===== src/rtl/mac_irq_pkg.sv =====
// Package: shared constants for the MAC interrupt status aggregator.
// Assumes a 32-bit register word split into a transmit half (upper)
// and a receive half (lower); positions below are relative to a half.
package mac_irq_pkg;
    localparam int REG_W      = 32;
    localparam int HALF_W     = REG_W / 2;
    localparam int N_EV       = 3;
    localparam int N_HALF     = 2;
    localparam int HALF_RX    = 0;
    localparam int HALF_TX    = 1;
    localparam int TX_EV_LSB  = 0;   // word bits 18:16
    localparam int TX_SUM_BIT = 15;  // word bit 31
    localparam int RX_EV_LSB  = 2;   // word bits 4:2
    localparam int RX_SUM_BIT = 0;   // word bit 0
    localparam int N_HALT     = 2;
    localparam int ADDR_W     = 2;

    typedef enum logic [ADDR_W-1:0] {
        ADR_STATUS = 2'd0,
        ADR_ENABLE = 2'd1,
        ADR_HALT   = 2'd2,
        ADR_NONE   = 2'd3
    } reg_addr_e;
endpackage


===== src/rtl/mac_irq_half.sv =====
// Module: one 16-bit half of the interrupt status/enable pair.
// Holds NE sticky event bits, their enables, a summary status bit and
// its enable, and drives one level interrupt line.
// Assumes: clr_wr and en_wr are single-cycle write strobes; ev is
// sampled at each rising edge; an event outranks a same-cycle clear.
module mac_irq_half #(
    parameter int HW      = 16,
    parameter int NE      = 3,
    parameter int EV_LSB  = 0,
    parameter int SUM_BIT = 15
) (
    input  logic          clk,
    input  logic          rst_n,
    input  logic          soft_rst,
    input  logic [NE-1:0] ev,
    input  logic          clr_wr,
    input  logic          en_wr,
    input  logic [HW-1:0] wdata,
    output logic [HW-1:0] st_rd,
    output logic [HW-1:0] en_rd,
    output logic          line
);
    logic [NE-1:0] ev_q, ev_d, en_ev_q, en_ev_d, clr_ev;
    logic          sum_q, sum_d, en_sum_q, en_sum_d;
    logic          unused_wdata;

    assign unused_wdata = ^wdata;

    // Next-state: clears from software, then events on top, then summary.
    always_comb begin
        clr_ev   = clr_wr ? wdata[EV_LSB +: NE] : '0;
        ev_d     = (ev_q & ~clr_ev) | ev;
        en_ev_d  = en_wr ? wdata[EV_LSB +: NE] : en_ev_q;
        en_sum_d = en_wr ? wdata[SUM_BIT] : en_sum_q;
        sum_d    = |(ev_d & en_ev_d);
    end

    // State registers with hard and soft reset to zero.
    always_ff @(posedge clk) begin
        if (!rst_n || soft_rst) begin
            ev_q     <= '0;
            en_ev_q  <= '0;
            sum_q    <= 1'b0;
            en_sum_q <= 1'b0;
        end else begin
            ev_q     <= ev_d;
            en_ev_q  <= en_ev_d;
            sum_q    <= sum_d;
            en_sum_q <= en_sum_d;
        end
    end

    // Readback placement of the status and enable bits within the half.
    always_comb begin
        st_rd                 = '0;
        st_rd[EV_LSB +: NE]   = ev_q;
        st_rd[SUM_BIT]        = sum_q;
        en_rd                 = '0;
        en_rd[EV_LSB +: NE]   = en_ev_q;
        en_rd[SUM_BIT]        = en_sum_q;
    end

    // Interrupt line: summary gated by its own enable.
    assign line = sum_q & en_sum_q;

    for (genvar i = 0; i < NE; i++) begin : g_chk
        // an event sampled without soft reset is visible next cycle.
        assert_set_wins_R3: assert property (@(posedge clk) disable iff (!rst_n)
            (ev[i] && !soft_rst) |=> ev_q[i]);
        // a sticky bit only falls after a clearing write or soft reset.
        assert_clear_by_write_R2: assert property (@(posedge clk) disable iff (!rst_n)
            $fell(ev_q[i]) |-> $past((clr_wr && wdata[EV_LSB+i]) || soft_rst));
    end

    // the line only drops because of a software action.
    assert_line_drop_R7: assert property (@(posedge clk) disable iff (!rst_n)
        $fell(line) |-> $past(clr_wr || en_wr || soft_rst));
endmodule


===== src/rtl/mac_irq_halt.sv =====
// Module: halt-transition recorder.
// Sets a sticky bit per channel when its run level falls from 1 to 0;
// software clears bits by writing ones. A fall outranks a same-cycle clear.
// Assumes run levels are synchronous to clk.
module mac_irq_halt #(
    parameter int NC = 2
) (
    input  logic          clk,
    input  logic          rst_n,
    input  logic          soft_rst,
    input  logic [NC-1:0] run,
    input  logic          clr_wr,
    input  logic [NC-1:0] clr_data,
    output logic [NC-1:0] halted
);
    logic [NC-1:0] run_q, fall, clr;

    // Falling-edge detect and write-1-to-clear mask.
    always_comb begin
        fall = run_q & ~run;
        clr  = clr_wr ? clr_data : '0;
    end

    // Previous run level; tracked through soft reset so edges stay true.
    always_ff @(posedge clk) begin
        if (!rst_n) run_q <= '0;
        else        run_q <= run;
    end

    // Sticky halt bits.
    always_ff @(posedge clk) begin
        if (!rst_n || soft_rst) halted <= '0;
        else                    halted <= (halted & ~clr) | fall;
    end

    for (genvar c = 0; c < NC; c++) begin : g_chk
        // a halt bit rises only after its run level went 1 then 0.
        assert_halt_edge_R8: assert property (@(posedge clk) disable iff (!rst_n)
            $rose(halted[c]) |-> ($past(run[c], 2) && !$past(run[c])));
    end
endmodule


===== src/rtl/mac_irq_aggregator.sv =====
// Module: MAC interrupt status aggregator (top).
// Decodes the 32-bit register port, splits status/enable words into a
// receive half (bits 15:0) and a transmit half (bits 31:16), records
// run-enable halts, and drives the transmit and receive interrupt lines.
// Assumes synchronous inputs and single-cycle write strobes.
module mac_irq_aggregator
    import mac_irq_pkg::*;
(
    input  logic                  clk,
    input  logic                  rst_n,
    input  logic                  soft_rst,
    input  logic [N_EV-1:0]       tx_evt,
    input  logic [N_EV-1:0]       rx_evt,
    input  logic                  tx_run,
    input  logic                  rx_run,
    input  logic                  reg_wr,
    input  logic [ADDR_W-1:0]     reg_addr,
    input  logic [REG_W-1:0]      reg_wdata,
    output logic [REG_W-1:0]      reg_rdata,
    output logic                  tx_irq,
    output logic                  rx_irq
);
    logic              wr_status, wr_enable, wr_halt;
    logic [N_EV-1:0]   ev_arr  [N_HALF];
    logic [HALF_W-1:0] st_arr  [N_HALF];
    logic [HALF_W-1:0] en_arr  [N_HALF];
    logic [N_HALF-1:0] lines;
    logic [N_HALT-1:0] halted;

    // Write strobes per register.
    always_comb begin
        wr_status = reg_wr && (reg_addr == ADR_STATUS);
        wr_enable = reg_wr && (reg_addr == ADR_ENABLE);
        wr_halt   = reg_wr && (reg_addr == ADR_HALT);
    end

    assign ev_arr[HALF_RX] = rx_evt;
    assign ev_arr[HALF_TX] = tx_evt;

    for (genvar h = 0; h < N_HALF; h++) begin : g_half
        localparam int EV_LSB  = (h == HALF_TX) ? TX_EV_LSB  : RX_EV_LSB;
        localparam int SUM_BIT = (h == HALF_TX) ? TX_SUM_BIT : RX_SUM_BIT;
        mac_irq_half #(
            .HW(HALF_W), .NE(N_EV), .EV_LSB(EV_LSB), .SUM_BIT(SUM_BIT)
        ) u_half (
            .clk      (clk),
            .rst_n    (rst_n),
            .soft_rst (soft_rst),
            .ev       (ev_arr[h]),
            .clr_wr   (wr_status),
            .en_wr    (wr_enable),
            .wdata    (reg_wdata[h*HALF_W +: HALF_W]),
            .st_rd    (st_arr[h]),
            .en_rd    (en_arr[h]),
            .line     (lines[h])
        );
    end

    mac_irq_halt #(.NC(N_HALT)) u_halt (
        .clk      (clk),
        .rst_n    (rst_n),
        .soft_rst (soft_rst),
        .run      ({rx_run, tx_run}),
        .clr_wr   (wr_halt),
        .clr_data (reg_wdata[N_HALT-1:0]),
        .halted   (halted)
    );

    // Combinational read mux; unmapped address reads zero.
    always_comb begin
        case (reg_addr)
            ADR_STATUS: reg_rdata = {st_arr[HALF_TX], st_arr[HALF_RX]};
            ADR_ENABLE: reg_rdata = {en_arr[HALF_TX], en_arr[HALF_RX]};
            ADR_HALT:   reg_rdata = {{(REG_W-N_HALT){1'b0}}, halted};
            default:    reg_rdata = '0;
        endcase
    end

    assign tx_irq = lines[HALF_TX];
    assign rx_irq = lines[HALF_RX];

    // after a soft reset pulse both lines are low.
    assert_soft_quiet_R9: assert property (@(posedge clk) disable iff (!rst_n)
        soft_rst |=> (!tx_irq && !rx_irq));
endmodule


===== config.mk =====
export PLATFORM = sky130hd
export DESIGN_NAME = mac_irq_aggregator
export DESIGN_NICKNAME = d
export VERILOG_FILES = /design/src/rtl/mac_irq_pkg.sv /design/src/rtl/mac_irq_half.sv /design/src/rtl/mac_irq_halt.sv /design/src/rtl/mac_irq_aggregator.sv
export SDC_FILE = /design/constraint.sdc
export NUM_CORES = 1
export LEC_CHECK = 0
export BUFFER_PORTS_ARGS = -buffer_cell sky130_fd_sc_hd__buf_2
export CORE_MARGIN = 10
export CORE_UTILIZATION = 35
export DETAILED_ROUTE_END_ITERATION = 6
export GPL_TIMING_DRIVEN = 0
export PLACE_DENSITY = 0.71
export SYNTH_ARGS = -nofsm -noshare
export SYNTH_HDL_FRONTEND = slang
export SYNTH_SLANG_ARGS = --single-unit

===== constraint.sdc =====
create_clock -name clk -period 1.55 [get_ports clk]
set_input_delay 0.0775 -clock clk [delete_from_list [all_inputs] [get_ports clk]]
set_output_delay 0.0775 -clock clk [all_outputs]
set_load 0.1 [all_outputs]

==> results of run 1 <==
-- placed cells by master, fill, tap and decap left out --
cell type / n
buf_2: 34
buf_4: 23
conb_1: 23
dfxtp_1: 20
mux2i_1: 16
nor2_1: 12
nor2b_1: 8
nor2_2: 7
nand2_1: 5
and2_1: 5
a21o_1: 4
dlygate4sd3_1: 4
clkbuf_4: 3
buf_6: 2
clkbuf_1: 2
o2bb2ai_1: 2
nor3_1: 2
a221o_1: 2
nand3_1: 2
a21oi_1: 2
and2b_1: 1
o21ai_2: 1
nand2b_1: 1
nand3b_1: 1
nor3b_4: 1
bufinv_16: 1
-- per-layer routing --
layer  part of all wire  up-vias
li1                   -      483
met1               0.45      368
met2               0.41       41
met3               0.13        4
met4             0.0098        0
met5                  0        -
-- state kept, by name (all words and copies together), names as in the netlist --
name,flops
g_half.u_half.en_ev_q,6
g_half.u_half.en_sum_q,2
g_half.u_half.ev_q,6
g_half.u_half.sum_q,2
u_halt.halted,2
u_halt.run_q,2
-- power by group through the flow --
| stage | registers, mW | clock network (mW) | logic [mW] |
|---|---|---|---|
| finish | 0.536 | 0.418 | 0.462 |
| global route | 0.538 | 0.454 | 0.483 |
| CTS | 0.536 | 0.433 | 0.459 |
| detailed placement | 0.548 | 0 | 0.450 |
| global placement | 0.547 | 0 | 0.451 |
| floorplan | 0.546 | 0 | 0.399 |
-- layout make-up --
cell class | instances | area [sq um] | share of cell area
multi-input cells | 95 | 582 | 0.391
flip-flops and latches | 20 | 400 | 0.269
clock buffers | 3 | 22.5 | 0.0151
plain buffers | 28 | 208 | 0.139
clock inverters | 1 | 30.0 | 0.0202
well taps | 33 | 41.3 | 0.0277
repair buffers | 37 | 205 | 0.138
-- stage by stage --
step / cells / util / area [sq um] / hold WS (ns) / total power, mW
floorplan: 143 / - / 1190 / 0.199 / 0.945
global placement: 209 / 0.465 / 1400 / 0.299 / 0.998
detailed placement: 209 / 0.465 / 1400 / 0.303 / 0.998
CTS: 217 / 0.496 / 1490 / 0.00855 / 1.43
global route: 217 / 0.496 / 1490 / 0.0109 / 1.47
finish: 217 / 0.496 / 1490 / 0.0117 / 1.42
-- worst max-delay path, delay by kind of cell (launching register included) --
| family | cells | cell delay [ns] |
|---|---|---|
| buffers and inverters | 1 | 0.44 |
| flip-flops | 1 | 0.36 |
| AO/OA/AOI/OAI | 1 | 0.11 |
| multiplexers | 1 | 0.08 |
-- cell families (layout without fill, tap and decap cells) --
group | count (synthesis) | in the layout | synth area share
flops | 20 | 20 | 0.369
other cells | 1 | 23 | 0.00345
mux | 16 | 16 | 0.147
simple gates | 45 | 45 | 0.213
compound gates | 11 | 11 | 0.0760
buf+inv | 28 | 69 | 0.191
-- final timing paths --
| path | endpoint | slack [ns] | cells past startpoint |
|---|---|---|---|
| worst min-delay path | g_half[1].u_half.en_sum_q$_SDFFE_PP0P_ | 0.01 | 3 |
| worst max register to register | g_half[0].u_half.sum_q$_SDFF_PP0_ | 0.54 | 3 |
| worst max-delay path | reg_rdata[0] | 0.18 | 3 |
| worst min register to register | u_halt.halted[1]$_SDFF_PP0_ | 0.49 | 2 |
==> qor.yml, run 1 <==
grt_pass1_wl_um: 3860
hpwl_um: 2060
synth_top_area_frac: 0.369
wire_per_inst_um: 11.7
grt.busiest_layer: "met2"
cp_max_fo: 3
grt_max_degree: 13
min_from: "reg_wdata[31]"
cp-end-kind: "output pin"
netlist_area_sq_mm: 0.00109
clkLatencyLatePin_ns: 0.30
power_leakage_nw: 0.807
globalRouteOverflowTotal: 0
firstDrtPassIters: 4
ys_seq_elements: 20
yosysMostFrequentCell: "buf_4"
switchingPower_uw: 514
hold_violations: 0
max_freq_mhz: 728
numCtsBuffers: 3
vias_per_cell: 4.13
crit_chain: "mux2i_1 > o21ai_2 > buf_2"
dieArea_sq_mm: 0.00573
setup-violations-final: 0
clk_pin_slew_ns: 0.11
critPathRequiredTime_ns: 1.47
combPwrFrac: 0.326
start_kind: "register"
power.share.clock: 0.295
status: "finished clean"
design.core.area_sq_mm: 0.00300
finalSetupTns_ns: 0
setup_ws_ns: 0.177
drt-initial-drc-count: 19
use_met2: 0.128
yosysWarningCount: 0
rows: 20
hold_path_class: "in -> reg"
antenna_found_initial: 0
cts_hold_buffers: 4
met1_usage: 0.110
die_h_um: 75.7
ir_worst_vdd_mv: 0.455
yosysTopAreaCell: "dfxtp_1"
crit_type: "reg -> out"
vias: 896
skew_ns: 0.00894
fin_crit_sh: 0.886
ant_nets: 0
p_int_uw: 902
avgSynthCellArea_sq_um: 8.98
maxCapViolCount: 0
drive_gt1_frac: 0.391
die_w_um: 75.7
synth_edf_count: 0
place_congestion: 0.711
cpMaxStageDelayCell: "buf_2"
grt_pass1_vias: 856
cts_setup_buffers: 0
cts.sinks: 20
rsz0062_at_grt: "false"
yosysUniqueCellTypes: 22
io_pins: 80
area_delta_synth_final_pct: 37.1
port_buffers: 33
startpoint: "g_half[0].u_half.en_sum_q$_SDFFE_PP0P_"
cpPeakStageDelay_ns: 0.44
remaining_drc_errors: 0
arrival_ns: 1.30
synthTopCellsByArea: "dfxtp_1 (37%), buf_4 (16%), mux2i_1 (15%)"
n_fill_cell: 316
place_ws_ns: 0.129
rr_startpoint: "g_half[0].u_half.en_ev_q[2]$_SDFF_PP0_"
clk_path_buf_depth: 2
initial_core_util: 0.362
fin_nets: 231
routed_wl_um: 2550
ys_top_cells_by_count: "buf_4 (23), dfxtp_1 (20), nor2_1 (19), mux2i_1 (16), nor2b_1 (8)"
grtUsageMet3: 0.0326
cts_tree: "built"
switching_share: 0.363
cts_resized: 0
async_flop_share: 0
fin_crit_ns: 1.37
antenna-diode-count: 0
root_buffer: "clkbuf_4"
grt_usage: 0.0861
synthFlopType: "dfxtp_1"
yosysSeqAreaShare: 0.369
htree_levels: 1
seqPwrFrac: 0.379
synthCells: 121
powerDensity_mw_per_mm2: 951
report.final.slew_viol_count: 0
Power figures use the tool's default switching activity.
==> inputs of run 2 (changes only) <==
CORE_ASPECT_RATIO = 1.2   (was not set)
==> run 2 against run 1 <==
Against the previous run:
- sequential power about the same
- worst hold slack worse by 0.0055 ns
- combinational power down 1%
- count of clock-buffer cells in the layout unchanged
- critical endpoint unchanged
- first-iteration DRC count down 32%
==> qor.yml, run 2 (same netlist as run 1, synthesis figures left out) <==
io_pins: 80  # unchanged
hold_violations: 0  # unchanged
drt-initial-drc-count: 13  # was 19
initial_core_util: 0.359  # was 0.362
dp.cells: 212  # was 209
cp_max_fo: 3  # unchanged
grt_usage: 0.0880  # was 0.0861
cts_setup_buffers: 0  # unchanged
port_buffers: 33  # unchanged
cpPeakStageDelay_ns: 0.44  # about the same
finalSetupTns_ns: 0  # unchanged
powerDensity_mw_per_mm2: 960  # was 951 mW/mm^2
grt_pass1_vias: 957  # was 856
drive_gt1_frac: 0.396  # was 0.391
clk_path_buf_depth: 2  # unchanged
cpMaxStageDelayCell: "buf_2"  # unchanged
reg.largest.list: "g_half.u_half.en_ev_q: 6 flops, g_half.u_half.ev_q: 6 flops"  # unchanged
setup-violations-final: 0  # unchanged
crit_chain: "mux2i_1 > o21ai_2 > buf_2"  # unchanged
critPathRequiredTime_ns: 1.47  # about the same
wire_per_inst_um: 11.6  # was 11.7 um
grt_pass1_wl_um: 4270  # was 3860 um
rows: 22  # was 20
hpwl_um: 2110  # was 2060 um
design.core.area_sq_mm: 0.00303  # was 0.00300 sq mm
cts.sinks: 20  # unchanged
cts_tree: "built"  # unchanged
fin_crit_sh: 0.893  # was 0.886
arrival_ns: 1.31  # was 1.30 ns
crit_type: "reg -> out"  # unchanged
numCtsBuffers: 3  # unchanged
die_h_um: 81.0  # was 75.7 um
min_from: "reg_wdata[31]"  # unchanged
vias_per_cell: 4.14  # was 4.13
clkLatencyLatePin_ns: 0.30  # about the same
vias: 903  # was 896
report.final.slew_viol_count: 0  # unchanged
dieArea_sq_mm: 0.00574  # was 0.00573 sq mm
cts_hold_buffers: 2  # was 4
start_kind: "register"  # unchanged
globalRouteOverflowTotal: 0  # unchanged
maxCapViolCount: 0  # unchanged
place_congestion: 0.696  # was 0.711
root_buffer: "clkbuf_4"  # unchanged
ir_worst_vdd_mv: 0.702  # was 0.455 mV
antenna-diode-count: 0  # unchanged
grt_max_degree: 13  # unchanged
cp-end-kind: "output pin"  # unchanged
post-route-util: 0.486  # was 0.496
routed_wl_um: 2520  # was 2550 um
status: "finished clean"  # unchanged
skew_ns: 0.00276  # was 0.00894 ns
layout_commonest_cell: "buf_2"  # unchanged
rr_startpoint: "g_half[1].u_half.en_ev_q[0]$_SDFF_PP0_"  # was g_half[0].u_half.en_ev_q[2]$_SDFF_PP0_
antenna_found_initial: 0  # unchanged
hold_path_class: "in -> reg"  # unchanged
remaining_drc_errors: 0  # unchanged
layout_common_cells: "buf_2 (34), buf_4 (23), conb_1 (23)"  # unchanged
die_w_um: 70.9  # was 75.7 um
htree_levels: 1  # unchanged
rsz0062_at_grt: "false"  # unchanged
holdWs_ns: 0.00620  # was 0.0117 ns
stdcell_count: 218  # was 217
clk_pin_slew_ns: 0.11  # about the same
cts_resized: 0  # unchanged
max_freq_mhz: 722  # was 728 MHz
startpoint: "g_half[0].u_half.en_sum_q$_SDFFE_PP0P_"  # unchanged
fin_crit_ns: 1.38  # was 1.37 ns
area_delta_synth_final_pct: 35.6  # was 37.1%
power_leakage_nw: 0.796  # was 0.807 nW
firstDrtPassIters: 3  # was 4
fin_nets: 229  # was 231
ant_nets: 0  # unchanged
run 2: cell count changes in the layout (fill, tap and decap cells not counted), sizes merged:
cell,previous run,this run
dlygate4sd3,4,2
run 2: where the power goes:
group	total [mW]	switching, mW	internal, mW
clock network	0.420	0.159	0.261
registers	0.536	0.00642	0.530
logic	0.457	0.349	0.108
run 2: per-stage QoR:
stage / setup WS [ns] / cell area [sq um] / power, mW
floorplan: 0.262 / 1190 / 0.945
global placement: 0.125 / 1400 / 0.997
detailed placement: 0.119 / 1400 / 0.999
CTS: 0.149 / 1470 / 1.43
global route: 0.0843 / 1470 / 1.48
finish: 0.165 / 1470 / 1.41
run 2: per-layer routing:
layer / part of all wire / global-route usage / vias up
li1: - / - / 475
met2: 0.50 / 0.165 / 35
met4: 0 / 0.0233 / 0
met5: 0 / 0 / -
met1: 0.41 / 0.0863 / 393
met3: 0.094 / 0.0390 / 0
run 2: critical path: cells and delay by family (launching register included):
kind            cells  cell delay [ns]
buf+inv             1             0.44
flops               1             0.36
mux                 1             0.10
compound gates      1             0.11
run 2: final timing paths:
kind,end,slack [ns],cells after the start
max,reg_rdata[0],0.17,3
min,g_half[1].u_half.en_sum_q$_SDFFE_PP0P_,0.006,3
max reg2reg,g_half[1].u_half.sum_q$_SDFF_PP0_,0.57,3
min reg2reg,u_halt.halted[1]$_SDFF_PP0_,0.49,2
run 2: cell type report:
type / count / area [sq um]
plain buffers: 28 / 208
multi-input cells: 95 / 582
well taps: 36 / 45.0
clock buffers: 3 / 22.5
flip-flops and latches: 20 / 400
repair buffers: 35 / 185
fillers: 312 / 1560
clock inverters: 1 / 30.0
==> inputs of run 3 (changes only) <==
CAP_MARGIN = 0   (was not set)
GPL_TIMING_DRIVEN = 1   (was 0)
PLACE_DENSITY = not set   (was 0.71)
SYNTH_HIERARCHICAL = 1   (was not set)
==> run 3 against run 2 <==
Against the previous run:
- clock power is 6.0% lower
- critical path depth increased by 2
- clock skew about the same
- the flow now finishes with violations (max-slew violations)
==> qor.yml, run 3 <==
worst_pin_slew_ns: 1.73
hold_path_class: "in -> reg"  # unchanged
rsz0062_at_grt: "false"  # unchanged
root_buffer: "clkbuf_8"  # was clkbuf_4
cp_max_fo: 33  # was 3
rows: 28  # was 22
cpPeakStageDelay_ns: 0.36  # was 0.44 ns
clk_pin_slew_ns: 0.08  # was 0.11 ns
io_pins: 80  # unchanged
area_delta_synth_final_pct: 9.10  # was 35.6%
fin_nets: 279  # was 229
fin_crit_sh: 0.870  # was 0.893
firstDrtPassIters: 5  # was 3
netlist_area_sq_mm: 0.00176  # was 0.00109 sq mm
async_flop_share: 0  # unchanged
yosysTopAreaCell: "dfxtp_1"  # unchanged
synthTopCellsByArea: "dfxtp_1 (23%), mux2i_1 (23%), buf_4 (22%)"  # was dfxtp_1 (37%), buf_4 (16%), mux2i_1 (15%)
globalRouteOverflowTotal: 0  # unchanged
grt_pass1_vias: 1236  # was 957
max_freq_mhz: 742  # was 722 MHz
critPathRequiredTime_ns: 1.47  # about the same
report.final.slew_viol_count: 23  # was 0
antenna_found_initial: 0  # unchanged
maxCapViolCount: 0  # unchanged
power.total_mw: 1.53  # was 1.41 mW
ff_latch_area_sq_um: 400  # unchanged
clk_path_buf_depth: 2  # unchanged
status: "finished with violations"  # was finished clean
layout_commonest_cell: "conb_1"  # was buf_2
vias_per_cell: 4.02  # was 4.14
place_ws_ns: 0.192  # was 0.119 ns
htree_levels: 1  # unchanged
wire_per_inst_um: 11.5  # was 11.6 um
cts.sinks: 20  # unchanged
multi_input_area_sq_mm: 0.00104  # was 582 sq um
crit_chain: "buf_2 > buf_4 > nor2b_1 > o2bb2ai_1 > buf_12"  # was mux2i_1 > o21ai_2 > buf_2
start_kind: "input port"  # was register
n_fill_cell: 532  # was 312
skew_ns: 0.00294  # was 0.00276 ns
die_h_um: 97.7  # was 81.0 um
violations: "max-slew violations"
grt_pass1_wl_um: 5740  # was 4270 um
setup-violations-final: 0  # unchanged
design.core.area_sq_mm: 0.00490  # was 0.00303 sq mm
synth_top_area_frac: 0.227  # was 0.369
reg.largest.list: "g_half.u_half/en_ev_q: 6 flops, g_half.u_half/ev_q: 6 flops"  # was g_half.u_half.en_ev_q: 6 flops, g_half.u_half.ev_q: 6 flops
synthCells: 207  # was 121
ir_worst_vdd_mv: 0.352  # was 0.702 mV
layout_common_cells: "conb_1 (48), mux2i_1 (40), nor2_1 (35)"  # was buf_2 (34), buf_4 (23), conb_1 (23)
critPathTopFamily: "buffers and inverters"  # unchanged
avgSynthCellArea_sq_um: 8.50  # was 8.98 sq um
crit_type: "in -> out"  # was reg -> out
synth_edf_count: 0  # unchanged
routed_wl_um: 3350  # was 2520 um
ys_seq_elements: 20  # unchanged
synthFlopType: "dfxtp_1"  # unchanged
drt-initial-drc-count: 17  # was 13
yosysSeqAreaShare: 0.227  # was 0.369
ys_top_cells_by_count: "buf_4 (52), nor2_1 (42), mux2i_1 (40), dfxtp_1 (20), a21oi_1 (6)"  # was buf_4 (23), dfxtp_1 (20), nor2_1 (19), mux2i_1 (16), nor2b_1 (8)
cts_tree: "built"  # unchanged
cts_hold_buffers: 0  # was 2
powerDensity_mw_per_mm2: 795  # was 960 mW/mm^2
initial_core_util: 0.359  # about the same
cp_num_buf_inv: 3  # was 1
finalSetupTns_ns: 0  # unchanged
remaining_drc_errors: 0  # unchanged
grt_usage: 0.0817  # was 0.0880
dieArea_sq_mm: 0.00828  # was 0.00574 sq mm
arrival_ns: 1.27  # was 1.31 ns
cpMaxStageDelayCell: "buf_4"  # was buf_2
hold_violations: 0  # unchanged
numCtsBuffers: 3  # unchanged
cp-end-kind: "output pin"  # unchanged
cts_setup_buffers: 0  # unchanged
yosysWarningCount: 6  # was 0
setup_ws_ns: 0.202  # was 0.165 ns
place_congestion: 0.734  # was 0.696
holdWs_ns: 0.0290  # was 0.00620 ns
vias: 1173  # was 903
cts_resized: 0  # unchanged
yosysMostFrequentCell: "buf_4"  # unchanged
yosysUniqueCellTypes: 26  # was 22
fin_crit_ns: 1.35  # was 1.38 ns
ant_nets: 0  # unchanged
antenna-diode-count: 0  # unchanged
hpwl_um: 2710  # was 2110 um
post-route-util: 0.392  # was 0.486
port_buffers: 33  # unchanged
grt_max_degree: 34  # was 13
die_w_um: 84.7  # was 70.9 um
slew_headroom: -0.159
power_leakage_nw: 0.939  # was 0.796 nW
drive_gt1_frac: 0.246  # was 0.396
clkLatencyLatePin_ns: 0.25  # was 0.30 ns
run 3: layout make-up:
type | instances | area share
Inverter | 2 | 0.00391
Sequential cell | 20 | 0.208
Multi-Input combinational cell | 167 | 0.540
Tap cell | 60 | 0.0391
Timing Repair Buffer | 39 | 0.180
Clock buffer | 4 | 0.0287
run 3: through the flow:
step / std cells / instance area [sq um]
6_report: 292 / 1920
5_1_grt: 292 / 1920
4_1_cts: 292 / 1920
3_5_place_dp: 288 / 1870
3_3_place_gp: 288 / 1870
2_1_floorplan: 253 / 1960
run 3: path summary, 6_finish.rpt:
check,startpoint,endpoint,slack (ns),cells after the start
max,reg_addr[1],reg_rdata[1],0.20,5
min,tx_run,u_halt/run_q[0]$_SDFF_PN0_,0.03,2
max reg2reg,g_half[1].u_half/ev_q[2]$_SDFF_PP0_,g_half[1].u_half/sum_q$_SDFF_PP0_,0.45,3
min reg2reg,u_halt/run_q[1]$_SDFF_PN0_,u_halt/halted[1]$_SDFF_PP0_,0.45,2
run 3: logic make-up (layout without fill, tap and decap cells):
kind of cell,count (synthesis),after routing,share of synthesized area
multiplexers,40,40,0.227
AO/OA/AOI/OAI,16,16,0.0711
buffers and inverters,66,45,0.295
flip-flops,20,20,0.227
AND/OR/NAND/NOR,63,63,0.175
other,2,48,0.00427
run 3: routing by layer:
metal  track usage  vias up  wire (um)
li1              -      637          -
met1        0.0845      504       1310
met2         0.149       30       1770
met3        0.0243        2        237
met4        0.0305        0         34
met5             0        -          0
run 3: power by group:
part / total, mW / internal [mW] / switching [mW]
logic: 0.596 / 0.125 / 0.471
clock network: 0.395 / 0.226 / 0.169
registers: 0.536 / 0.529 / 0.00665
